==> config.mk <==
export PLATFORM = sky130hd
export DESIGN_NAME = alu_int_exec
export DESIGN_NICKNAME = d
export VERILOG_FILES = /design/src/rtl/alu_int_pkg.sv /design/src/rtl/alu_int_decode.sv /design/src/rtl/alu_int_shift.sv /design/src/rtl/alu_int_mul.sv /design/src/rtl/alu_int_exec.sv
export SDC_FILE = /design/constraint.sdc
export NUM_CORES = 2
export LEC_CHECK = 0
export ABC_AREA = 1
export BUFFER_PORTS_ARGS = -buffer_cell sky130_fd_sc_hd__buf_2
export CAP_MARGIN = 25
export CELL_PAD_IN_SITES_DETAIL_PLACEMENT = 0
export CELL_PAD_IN_SITES_GLOBAL_PLACEMENT = 2
export CORE_UTILIZATION = 35
export DETAILED_ROUTE_END_ITERATION = 8
export PLACE_DENSITY_LB_ADDON = 0.08
export SYNTH_ARGS = -nofsm -noshare
export SYNTH_HDL_FRONTEND = slang
export SYNTH_SLANG_ARGS = --single-unit
==> constraint.sdc <==
create_clock -name vclk -period 13.6
set_clock_uncertainty 0.2 [all_clocks]
set_input_delay 2.72 -clock vclk [all_inputs]
set_output_delay 2.72 -clock vclk [all_outputs]
set_load 0.005 [all_outputs]
==> src/rtl/alu_int_pkg.sv <==
package alu_int_pkg;

   localparam int unsigned OPC_W  = 6;
   localparam int unsigned IDX_W  = 5;
   localparam int unsigned IMM_W  = 16;

   localparam logic [OPC_W-1:0] OPC_RFMT = 6'h3A;

   // immediate-layout opcodes
   localparam logic [OPC_W-1:0] IO_ADD   = 6'h04;
   localparam logic [OPC_W-1:0] IO_MUL   = 6'h24;
   localparam logic [OPC_W-1:0] IO_AND   = 6'h0C;
   localparam logic [OPC_W-1:0] IO_OR    = 6'h14;
   localparam logic [OPC_W-1:0] IO_XOR   = 6'h1C;
   localparam logic [OPC_W-1:0] IO_ANDH  = 6'h2C;
   localparam logic [OPC_W-1:0] IO_ORH   = 6'h34;
   localparam logic [OPC_W-1:0] IO_XORH  = 6'h3C;
   localparam logic [OPC_W-1:0] IO_GE    = 6'h08;
   localparam logic [OPC_W-1:0] IO_LT    = 6'h10;
   localparam logic [OPC_W-1:0] IO_NE    = 6'h18;
   localparam logic [OPC_W-1:0] IO_EQ    = 6'h20;
   localparam logic [OPC_W-1:0] IO_GEU   = 6'h28;
   localparam logic [OPC_W-1:0] IO_LTU   = 6'h30;

   // register-layout function codes
   localparam logic [OPC_W-1:0] FN_ADD   = 6'h31;
   localparam logic [OPC_W-1:0] FN_SUB   = 6'h39;
   localparam logic [OPC_W-1:0] FN_AND   = 6'h0E;
   localparam logic [OPC_W-1:0] FN_OR    = 6'h16;
   localparam logic [OPC_W-1:0] FN_XOR   = 6'h1E;
   localparam logic [OPC_W-1:0] FN_NOR   = 6'h06;
   localparam logic [OPC_W-1:0] FN_GE    = 6'h08;
   localparam logic [OPC_W-1:0] FN_LT    = 6'h10;
   localparam logic [OPC_W-1:0] FN_NE    = 6'h18;
   localparam logic [OPC_W-1:0] FN_EQ    = 6'h20;
   localparam logic [OPC_W-1:0] FN_GEU   = 6'h28;
   localparam logic [OPC_W-1:0] FN_LTU   = 6'h30;
   localparam logic [OPC_W-1:0] FN_MUL   = 6'h27;
   localparam logic [OPC_W-1:0] FN_MULUU = 6'h07;
   localparam logic [OPC_W-1:0] FN_MULSS = 6'h1F;
   localparam logic [OPC_W-1:0] FN_MULSU = 6'h17;
   localparam logic [OPC_W-1:0] FN_SLLI  = 6'h12;
   localparam logic [OPC_W-1:0] FN_SLL   = 6'h13;
   localparam logic [OPC_W-1:0] FN_SRLI  = 6'h1A;
   localparam logic [OPC_W-1:0] FN_SRL   = 6'h1B;
   localparam logic [OPC_W-1:0] FN_SRAI  = 6'h3A;
   localparam logic [OPC_W-1:0] FN_SRA   = 6'h3B;
   localparam logic [OPC_W-1:0] FN_ROLI  = 6'h02;
   localparam logic [OPC_W-1:0] FN_ROL   = 6'h03;
   localparam logic [OPC_W-1:0] FN_ROR   = 6'h0B;

   typedef enum logic [4:0] {
      K_NONE, K_ADD, K_SUB, K_AND, K_OR, K_XOR, K_NOR,
      K_CGE, K_CLT, K_CNE, K_CEQ, K_CGEU, K_CLTU,
      K_SLL, K_SRL, K_SRA, K_ROL, K_ROR,
      K_MUL, K_MULUU, K_MULSS, K_MULSU
   } alu_kind_e;

endpackage

==> src/rtl/alu_int_decode.sv <==
module alu_int_decode
   import alu_int_pkg::*;
#(
   parameter int unsigned DATA_W = 32
) (
   input  logic [26:0]         instr_lo,
   output alu_kind_e           kind,
   output logic [IDX_W-1:0]    dst,
   output logic                use_imm,
   output logic                amt_imm,
   output logic [DATA_W-1:0]   imm_val
);
   localparam int unsigned PAD_W = DATA_W - IMM_W;

   logic [OPC_W-1:0] opc;
   logic [OPC_W-1:0] fn;
   logic [IMM_W-1:0] imm;
   logic             rfmt;
   logic [DATA_W-1:0] imm_sx, imm_zx, imm_hi;

   assign opc    = instr_lo[5:0];
   assign fn     = instr_lo[16:11];
   assign imm    = instr_lo[21:6];
   assign rfmt   = (opc == OPC_RFMT);
   assign dst    = rfmt ? instr_lo[21:17] : instr_lo[26:22];
   assign imm_sx = {{PAD_W{imm[IMM_W-1]}}, imm};
   assign imm_zx = {{PAD_W{1'b0}}, imm};
   assign imm_hi = {imm, {PAD_W{1'b0}}};

   always_comb begin
      kind    = K_NONE;
      use_imm = !rfmt;
      amt_imm = 1'b0;
      imm_val = imm_sx;
      if (rfmt) begin
         case (fn)
            FN_ADD:   kind = K_ADD;
            FN_SUB:   kind = K_SUB;
            FN_AND:   kind = K_AND;
            FN_OR:    kind = K_OR;
            FN_XOR:   kind = K_XOR;
            FN_NOR:   kind = K_NOR;
            FN_GE:    kind = K_CGE;
            FN_LT:    kind = K_CLT;
            FN_NE:    kind = K_CNE;
            FN_EQ:    kind = K_CEQ;
            FN_GEU:   kind = K_CGEU;
            FN_LTU:   kind = K_CLTU;
            FN_MUL:   kind = K_MUL;
            FN_MULUU: kind = K_MULUU;
            FN_MULSS: kind = K_MULSS;
            FN_MULSU: kind = K_MULSU;
            FN_SLL:   kind = K_SLL;
            FN_SRL:   kind = K_SRL;
            FN_SRA:   kind = K_SRA;
            FN_ROL:   kind = K_ROL;
            FN_ROR:   kind = K_ROR;
            FN_SLLI:  begin kind = K_SLL; amt_imm = 1'b1; end
            FN_SRLI:  begin kind = K_SRL; amt_imm = 1'b1; end
            FN_SRAI:  begin kind = K_SRA; amt_imm = 1'b1; end
            FN_ROLI:  begin kind = K_ROL; amt_imm = 1'b1; end
            default:  kind = K_NONE;
         endcase
      end else begin
         case (opc)
            IO_ADD:  kind = K_ADD;
            IO_MUL:  kind = K_MUL;
            IO_GE:   kind = K_CGE;
            IO_LT:   kind = K_CLT;
            IO_NE:   kind = K_CNE;
            IO_EQ:   kind = K_CEQ;
            IO_AND:  begin kind = K_AND;  imm_val = imm_zx; end
            IO_OR:   begin kind = K_OR;   imm_val = imm_zx; end
            IO_XOR:  begin kind = K_XOR;  imm_val = imm_zx; end
            IO_GEU:  begin kind = K_CGEU; imm_val = imm_zx; end
            IO_LTU:  begin kind = K_CLTU; imm_val = imm_zx; end
            IO_ANDH: begin kind = K_AND;  imm_val = imm_hi; end
            IO_ORH:  begin kind = K_OR;   imm_val = imm_hi; end
            IO_XORH: begin kind = K_XOR;  imm_val = imm_hi; end
            default: kind = K_NONE;
         endcase
      end
   end
endmodule

==> src/rtl/alu_int_shift.sv <==
module alu_int_shift
   import alu_int_pkg::*;
#(
   parameter int unsigned DATA_W = 32,
   localparam int unsigned SH_W = $clog2(DATA_W)
) (
   input  alu_kind_e           kind,
   input  logic [DATA_W-1:0]   a,
   input  logic [SH_W-1:0]     amt,
   output logic [DATA_W-1:0]   y
);
   logic [2*DATA_W-1:0] dbl, rl, rr;

   assign dbl = {a, a};
   assign rl  = dbl << amt;
   assign rr  = dbl >> amt;

   always_comb begin
      case (kind)
         K_SLL:   y = a << amt;
         K_SRL:   y = a >> amt;
         K_SRA:   y = DATA_W'($signed(a) >>> amt);
         K_ROL:   y = rl[2*DATA_W-1:DATA_W];
         K_ROR:   y = rr[DATA_W-1:0];
         default: y = '0;
      endcase
   end
endmodule

==> src/rtl/alu_int_mul.sv <==
module alu_int_mul #(
   parameter int unsigned DATA_W = 32,
   parameter bit          SHARED = 1'b1
) (
   input  logic [DATA_W-1:0] a,
   input  logic [DATA_W-1:0] b,
   input  logic              a_signed,
   input  logic              b_signed,
   output logic [DATA_W-1:0] lo,
   output logic [DATA_W-1:0] hi
);
   localparam int unsigned PW = 2 * DATA_W;

   generate
      if (SHARED) begin : g_shared
         // one widened signed product serves every flavour
         logic signed [DATA_W:0]   ea, eb;
         logic signed [PW+1:0]     prod;
         assign ea   = {a_signed & a[DATA_W-1], a};
         assign eb   = {b_signed & b[DATA_W-1], b};
         assign prod = ea * eb;
         assign lo   = prod[DATA_W-1:0];
         assign hi   = prod[PW-1:DATA_W];
      end else begin : g_split
         // separate products chosen by the signedness flags
         logic [PW-1:0] p_uu, p_ss, p_su;
         logic [PW-1:0] a_sx, b_zx;
         assign a_sx = {{DATA_W{a[DATA_W-1]}}, a};
         assign b_zx = {{DATA_W{1'b0}}, b};
         assign p_uu = {{DATA_W{1'b0}}, a} * b_zx;
         assign p_ss = PW'($signed(a) * $signed(b));
         assign p_su = a_sx * b_zx;
         assign lo   = p_uu[DATA_W-1:0];
         always_comb begin
            if (a_signed && b_signed) hi = p_ss[PW-1:DATA_W];
            else if (a_signed)        hi = p_su[PW-1:DATA_W];
            else                      hi = p_uu[PW-1:DATA_W];
         end
      end
   endgenerate
endmodule

==> src/rtl/alu_int_exec.sv <==
module alu_int_exec
   import alu_int_pkg::*;
#(
   parameter int unsigned DATA_W     = 32,
   parameter bit          MUL_SHARED = 1'b1,
   localparam int unsigned SH_W      = $clog2(DATA_W)
) (
   input  logic [31:0]        instr,
   input  logic [DATA_W-1:0]  opa,
   input  logic [DATA_W-1:0]  opb,
   output logic [DATA_W-1:0]  result,
   output logic [IDX_W-1:0]   dst,
   output logic               wr_en
);
   generate
      if (DATA_W != 32) begin : g_bad_width
         $error("alu_int_exec: the encoding fixes DATA_W at 32");
      end
   endgenerate

   alu_kind_e         kind;
   logic              use_imm, amt_imm;
   logic [DATA_W-1:0] imm_val, a, bsrc, b;
   logic [DATA_W-1:0] sh_y, mul_lo, mul_hi;
   logic [SH_W-1:0]   amt;
   logic              a_sgn, b_sgn, eq, lts, ltu;

   alu_int_decode #(.DATA_W(DATA_W)) u_dec (
      .instr_lo (instr[26:0]),
      .kind     (kind),
      .dst      (dst),
      .use_imm  (use_imm),
      .amt_imm  (amt_imm),
      .imm_val  (imm_val)
   );

   // index 0 reads as zero
   assign a    = (instr[31:27] == '0) ? '0 : opa;
   assign bsrc = (instr[26:22] == '0) ? '0 : opb;
   assign b    = use_imm ? imm_val : bsrc;
   assign amt  = amt_imm ? instr[6 +: SH_W] : b[SH_W-1:0];

   alu_int_shift #(.DATA_W(DATA_W)) u_sh (
      .kind (kind),
      .a    (a),
      .amt  (amt),
      .y    (sh_y)
   );

   assign a_sgn = (kind == K_MULSS) || (kind == K_MULSU);
   assign b_sgn = (kind == K_MULSS);

   alu_int_mul #(.DATA_W(DATA_W), .SHARED(MUL_SHARED)) u_mul (
      .a        (a),
      .b        (b),
      .a_signed (a_sgn),
      .b_signed (b_sgn),
      .lo       (mul_lo),
      .hi       (mul_hi)
   );

   assign eq  = (a == b);
   assign lts = ($signed(a) < $signed(b));
   assign ltu = (a < b);

   always_comb begin
      case (kind)
         K_ADD:   result = a + b;
         K_SUB:   result = a - b;
         K_AND:   result = a & b;
         K_OR:    result = a | b;
         K_XOR:   result = a ^ b;
         K_NOR:   result = ~(a | b);
         K_CGE:   result = DATA_W'(!lts);
         K_CLT:   result = DATA_W'(lts);
         K_CNE:   result = DATA_W'(!eq);
         K_CEQ:   result = DATA_W'(eq);
         K_CGEU:  result = DATA_W'(!ltu);
         K_CLTU:  result = DATA_W'(ltu);
         K_SLL, K_SRL, K_SRA, K_ROL, K_ROR: result = sh_y;
         K_MUL:   result = mul_lo;
         K_MULUU, K_MULSS, K_MULSU: result = mul_hi;
         default: result = '0;
      endcase
   end

   assign wr_en = (kind != K_NONE) && (dst != '0);
endmodule

Yosys cells after proc, flatten, opt, wreduce, memory -nomap -nowiden. Cells that the tools add are included.

Register bits after elaboration: 0. Output and inout bits: 38.

$add $sub $neg: 2. Multiply operators: 1. Magnitude comparators: 2. Equal/unequal tests: 62. Shift operators: 5. Mux-type cells: 13. Bitwise logic cells: 6. Reductions and logical operators: 21.

Operator list (count): $pmux W32 S15 (1); $pmux W32 S5 (1); $pmux W5 S21 (1); $eq A6 B6 Y1 const B (16); $mux W32 (3); $eq A6 B5 Y1 const B (14); $lt A32 B32 Y1 (2); $mul A33 B33 Y64 (1); $pmux W32 S2 (1); $shl A64 B5 Y64 (1); $shr A64 B5 Y32 (1); $pmux W5 S11 (1); $eq A5 B4 Y1 const B (8); $add A32 B32 Y32 (1); $and A32 B32 Y32 (1); $eq A32 B32 Y1 (1); $not A32 Y32 (1); $or A32 B32 Y32 (1); $shl A32 B5 Y32 (1); $shr A32 B5 Y32 (1); $sshr A32 B5 Y32 (1); $sub A32 B32 Y32 (1); $xor A32 B32 Y32 (1); $eq A5 B5 Y1 const B (6); 18 further kinds (45).

Logic depth before layout (Yosys ltp).
Depth after elaboration: 9. Mapped depth: 44. Gate-level depth less buffers: 44.

By module. A second synthesis with hierarchy kept.

Cells, all modules: 7854. Area total of the unflattened synthesis: 53725.3 µm².

By module, submodules not included: alu_int_mul (instances 1, cells each 5194, area an instance 40431.3 µm²); alu_int_exec (instances 1, cells each 1418, area an instance 7533.5 µm²); alu_int_shift (instances 1, cells each 1066, area an instance 4753.3 µm²); alu_int_decode (instances 1, cells each 176, area an instance 1007.2 µm²).

Worst setup path after synthesis. Ideal clock, no wire load.

Path type: in2out. Start point: input port instr[15]. End point: output port result[28]. Arrival: 10988 ps. Required time: 10680 ps. Setup slack: -308 ps. Stages: 42. Path buffers: 2. Cell sequence: buf_2 > inv_1 > nor2_1 > nand3_1 > nand2_1 > nor2_1 > nand3_1 > nand2_1 > a21oi_1 > nand3_2 > inv_2 > buf_1 > nand2_1 > fa_1 > fa_1 > inv_1 > fa_1 > inv_1 > [... 6 more ...] > fa_1 > inv_1 > ha_1 > nand2_1 > nor2_1 > inv_1 > nor3_1 > nand2_1 > nor3_1 > nand2_1 > o211ai_1 > nand2_1 > nand2_1 > nand2_1 > nand2_1 > nor2_1 > nor2_1 > nand3_1.

Longest elaborated chain between the ends: 9.

RTL lines: start: declaration (line alu_int_exec.sv:8) `input logic [31:0] instr,`; $eq A6 B2 Y1 (tied with other cells) (line alu_int_decode.sv:36) `case (fn)`; $reduce_or A2 Y1 (no line); $pmux W5 S21 (line alu_int_decode.sv:36); $mux W5 (line alu_int_decode.sv:35) `if (rfmt) begin`; $eq A5 B5 Y1, on equally long branches (line alu_int_exec.sv:50, alu_int_exec.sv:51, alu_int_exec.sv:67); $logic_or A1 B1 Y1 (line alu_int_exec.sv:50) `assign a_sgn = (kind == K_MULSS) || (kind == K_MULSU);`; $and A1 B1 Y1 (line alu_int_mul.sv:19) `assign ea = {a_signed & a[DATA_W-1], a};`; $mul A33 B33 Y64 (line alu_int_mul.sv:21) `assign prod = ea * eb;`; $pmux W32 S15 * (line alu_int_exec.sv:67) `case (kind)`; end: declaration (line alu_int_exec.sv:11) `output logic [DATA_W-1:0] result,`.

Mark *: on every way between the ends. The rest lies on a longest branch, timed or not.

Worst setup path after layout.
Start point: input port instr[0]. End point: output port result[3].

Longest elaborated chain between the ends: 9.

RTL lines: $eq A6 B5 Y1 (tied with other cells) (line alu_int_decode.sv:65) `case (opc)`; $reduce_or A2 Y1 (no line); $pmux W5 S11 (line alu_int_decode.sv:65); $mux W5 (line alu_int_decode.sv:35); $eq A5 B5 Y1, on equally long branches (line alu_int_exec.sv:50, alu_int_exec.sv:51, alu_int_exec.sv:67); $logic_or A1 B1 Y1 (line alu_int_exec.sv:50); $and A1 B1 Y1 (line alu_int_mul.sv:19); $mul A33 B33 Y64 (line alu_int_mul.sv:21); $pmux W32 S15 * (line alu_int_exec.sv:67).

Marks and branches as above.

==> impl_metrics.py <==
metrics = {
    "synthesis": {
        "ys_warn_count": 0,
        "synth_xor_area_share_pct": 1.22,
        "synth_commonest_cells": "nand2_1, inv_1, fa_1",
        "synth.area.mux_share_pct": 0.0606,
        "synth_top_area_cell": "fa_1",
        "synth_top_family_by_area": "adder cells",
        "synth.distinct_cells": 48,
        "synth_compound_gate_area_share_pct": 7.71,
        "yosysMostFrequentCell": "nand2_1",
        "synth_fp_nets": 8428,
        "synth_top_area_share_pct": 45.5,
        "syn_area_per_cell_um2": 7.19,
        "synth-seq-area-share_pct": 0,
        "synth_fa_ha_area_share_pct": 53.3,
        "synth-simple-area-share_pct": 23.5,
        "synthTopCellsByArea": "fa_1, nand2_1, inv_1, ha_1, nor2_1",
        "synth_cells": 6897,
        "synth_area_um2": 49600,
    },
    "finish": {
        "seq_area_um2": 0,
        "drive_gt1_share_pct": 23.5,
        "multi_input_area_um2": 44800,
        "final.clkbuf_count": 0,
        "seq_cell_count": 0,
        "area_delta_synth_final_pct": 30.6,
        "final_util_pct": 46.2,
        "fillCellCount": 14500,
        "fin_nets": 9372,
    },
    "sta": {
        "setup_violations": 32,
        "timing.final.crit_share_pct": 106,
        "hold_viol_final": 0,
        "min_period_ns": 14.37,
        "clock.fmax_ghz": 0.0696,
        "maxSlewViolCount": 0,
        "fin_ws_ns": -0.770,
        "rsz0062_at_grt": "true",
        "worst_slew_pin_slew_ns": 1.12,
        "slew_headroom_pct": 24.3,
    },
    "critical_path": {
        "path_common_cell": "fa_1",
        "crit_family": "adder cells",
        "cp_data_required_time_ns": 10.68,
        "worst_path_max_delay_cell": "fa_1",
        "path_class": "input port to primary output",
        "cp.buffers_inverters": 17,
        "cp-start-kind": "input port",
        "cp.arrival_ns": 11.45,
        "cp.depth": 41,
        "crit_path_max_incr_delay_ns": 0.58,
        "cp-end-kind": "primary output",
        "cp_max_fo": 5,
    },
    "die": {
        "start_util_pct": 35.4,
        "num_rows": 137,
        "die_area_um2": 143000,
        "ios": 134,
        "die_x_um": 378,
        "core_um2": 140000,
        "die_height_um": 378,
    },
    "grt": {
        "grt_antenna_before_repair": 14,
        "grt_pass1_vias": 51900,
        "grt_first_pass_wirelength_um": 376000,
        "track_usage_pct": 36.9,
        "grt_overflow_total": 0,
        "grt_max_degree": 70,
    },
    "route": {
        "drc": 0,
        "drtPass1Iterations": 8,
        "drtIter0Drc": 5171,
        "wl_per_cell_um": 28.2,
        "vias": 51200,
        "viasPerCell": 5.26,
        "routed_wl_um": 274000,
        "ant_nets": 0,
    },
    "place": {
        "gp_congestion": 1.02,
        "numPortBuffers": 134,
        "hpwl_um": 226000,
    },
    "clock_tree": {
        "ctsHoldBuffers": 0,
    },
    "outcome": {
        "violations": "negative setup slack",
        "status": "finished, violations left",
    },
    "min_path": {
        "min_path_cells": 5,
        "hp-class": "input port to primary output",
    },
    "job": {
        "drv_cap": 0,
    },
}
metal layers:
layer,wire [um],vias up,track usage [%]
met1,119000,26100,51.9
met2,119000,2087,57.6
li1,-,22500,-
met3,21400,398,4.30
met5,74,-,0
met4,14800,10,15.1
per-stage QoR:
step	cell area (um^2)	std cells	TNS (ns)	setup WS (ns)	hold WS [ns]
5_1_grt	64700	9717	-23.66	-0.929	5.69
4_1_cts	61800	9617	-19.37	-0.799	5.65
6_report	64700	9723	-16.20	-0.770	5.65
2_1_floorplan	49600	6897	0	0.0192	5.35
3_3_place_gp	60600	9592	-42.87	-1.71	5.66
3_5_place_dp	60600	9593	-42.15	-1.67	5.65
final timing paths:
check / end / startpoint / slack (ns)
max: result[3] / instr[0] / -0.77
min: dst[2] / instr[24] / 5.65
layout by cell type, fill, tap and decap left out, types with 18 or more instances in the layout:
cell type | synthesis | final
a21oi_1 | 247 | 196
xnor2_1 | 27 | 24
nor2_1 | 628 | 548
nor2_4 | 3 | 37
nand2_2 | 7 | 77
buf_6 | 1 | 48
clkbuf_16 | 0 | 19
inv_2 | 34 | 99
o22ai_1 | 19 | 18
nand3_2 | 3 | 36
fa_1 | 1127 | 1071
nor3_1 | 44 | 30
a21oi_2 | 0 | 43
o221ai_1 | 19 | 18
buf_2 | 60 | 127
ha_4 | 0 | 42
o21ai_1 | 52 | 70
o211ai_1 | 27 | 27
o21ai_0 | 194 | 157
inv_1 | 1489 | 1404
nand3_1 | 444 | 408
buf_4 | 10 | 886
nand2_1 | 1671 | 1585
o21ai_2 | 5 | 19
xor2_1 | 42 | 39
fa_2 | 0 | 56
a21o_1 | 25 | 25
buf_12 | 0 | 161
nand4_1 | 33 | 33
ha_1 | 308 | 262
nor2_2 | 8 | 54
area by class of cell:
| type | count | share of cell area [%] |
|---|---|---|
| timing repair buffer | 1256 | 18.1 |
| multi-input combinational | 5051 | 69.2 |
| tap | 1876 | 3.63 |
| antenna | 8 | 0.0309 |
| inverter | 1532 | 9.00 |
logic make-up (layout without fill, tap and decap cells):
family | after synthesis | in the layout
simple gates | 2872 | 2872
buf+inv | 1846 | 2788
fa+ha+maj | 1435 | 1435
compound gates | 672 | 672
xor+xnor | 69 | 69
mux | 3 | 3
other cells | 0 | 8
tightest hold or removal path: stages:
cell and delay [ns]:
buf_2 0.09, buf_4 0.09, nand2_1 0.04, nand2_1 0.07, buf_2 0.11
what timing repair did:
item,in CTS,in global routing
setup buffers,24,78
cloned,0,24
setup endpoints to repair,32,32
pin swaps,57,175
gates resized for setup,248,469
endpoints found under the hold margin,0,0
Power is not shown: default switching activity piles up to over one toggle a cycle in this logic, so the estimate is an artifact.
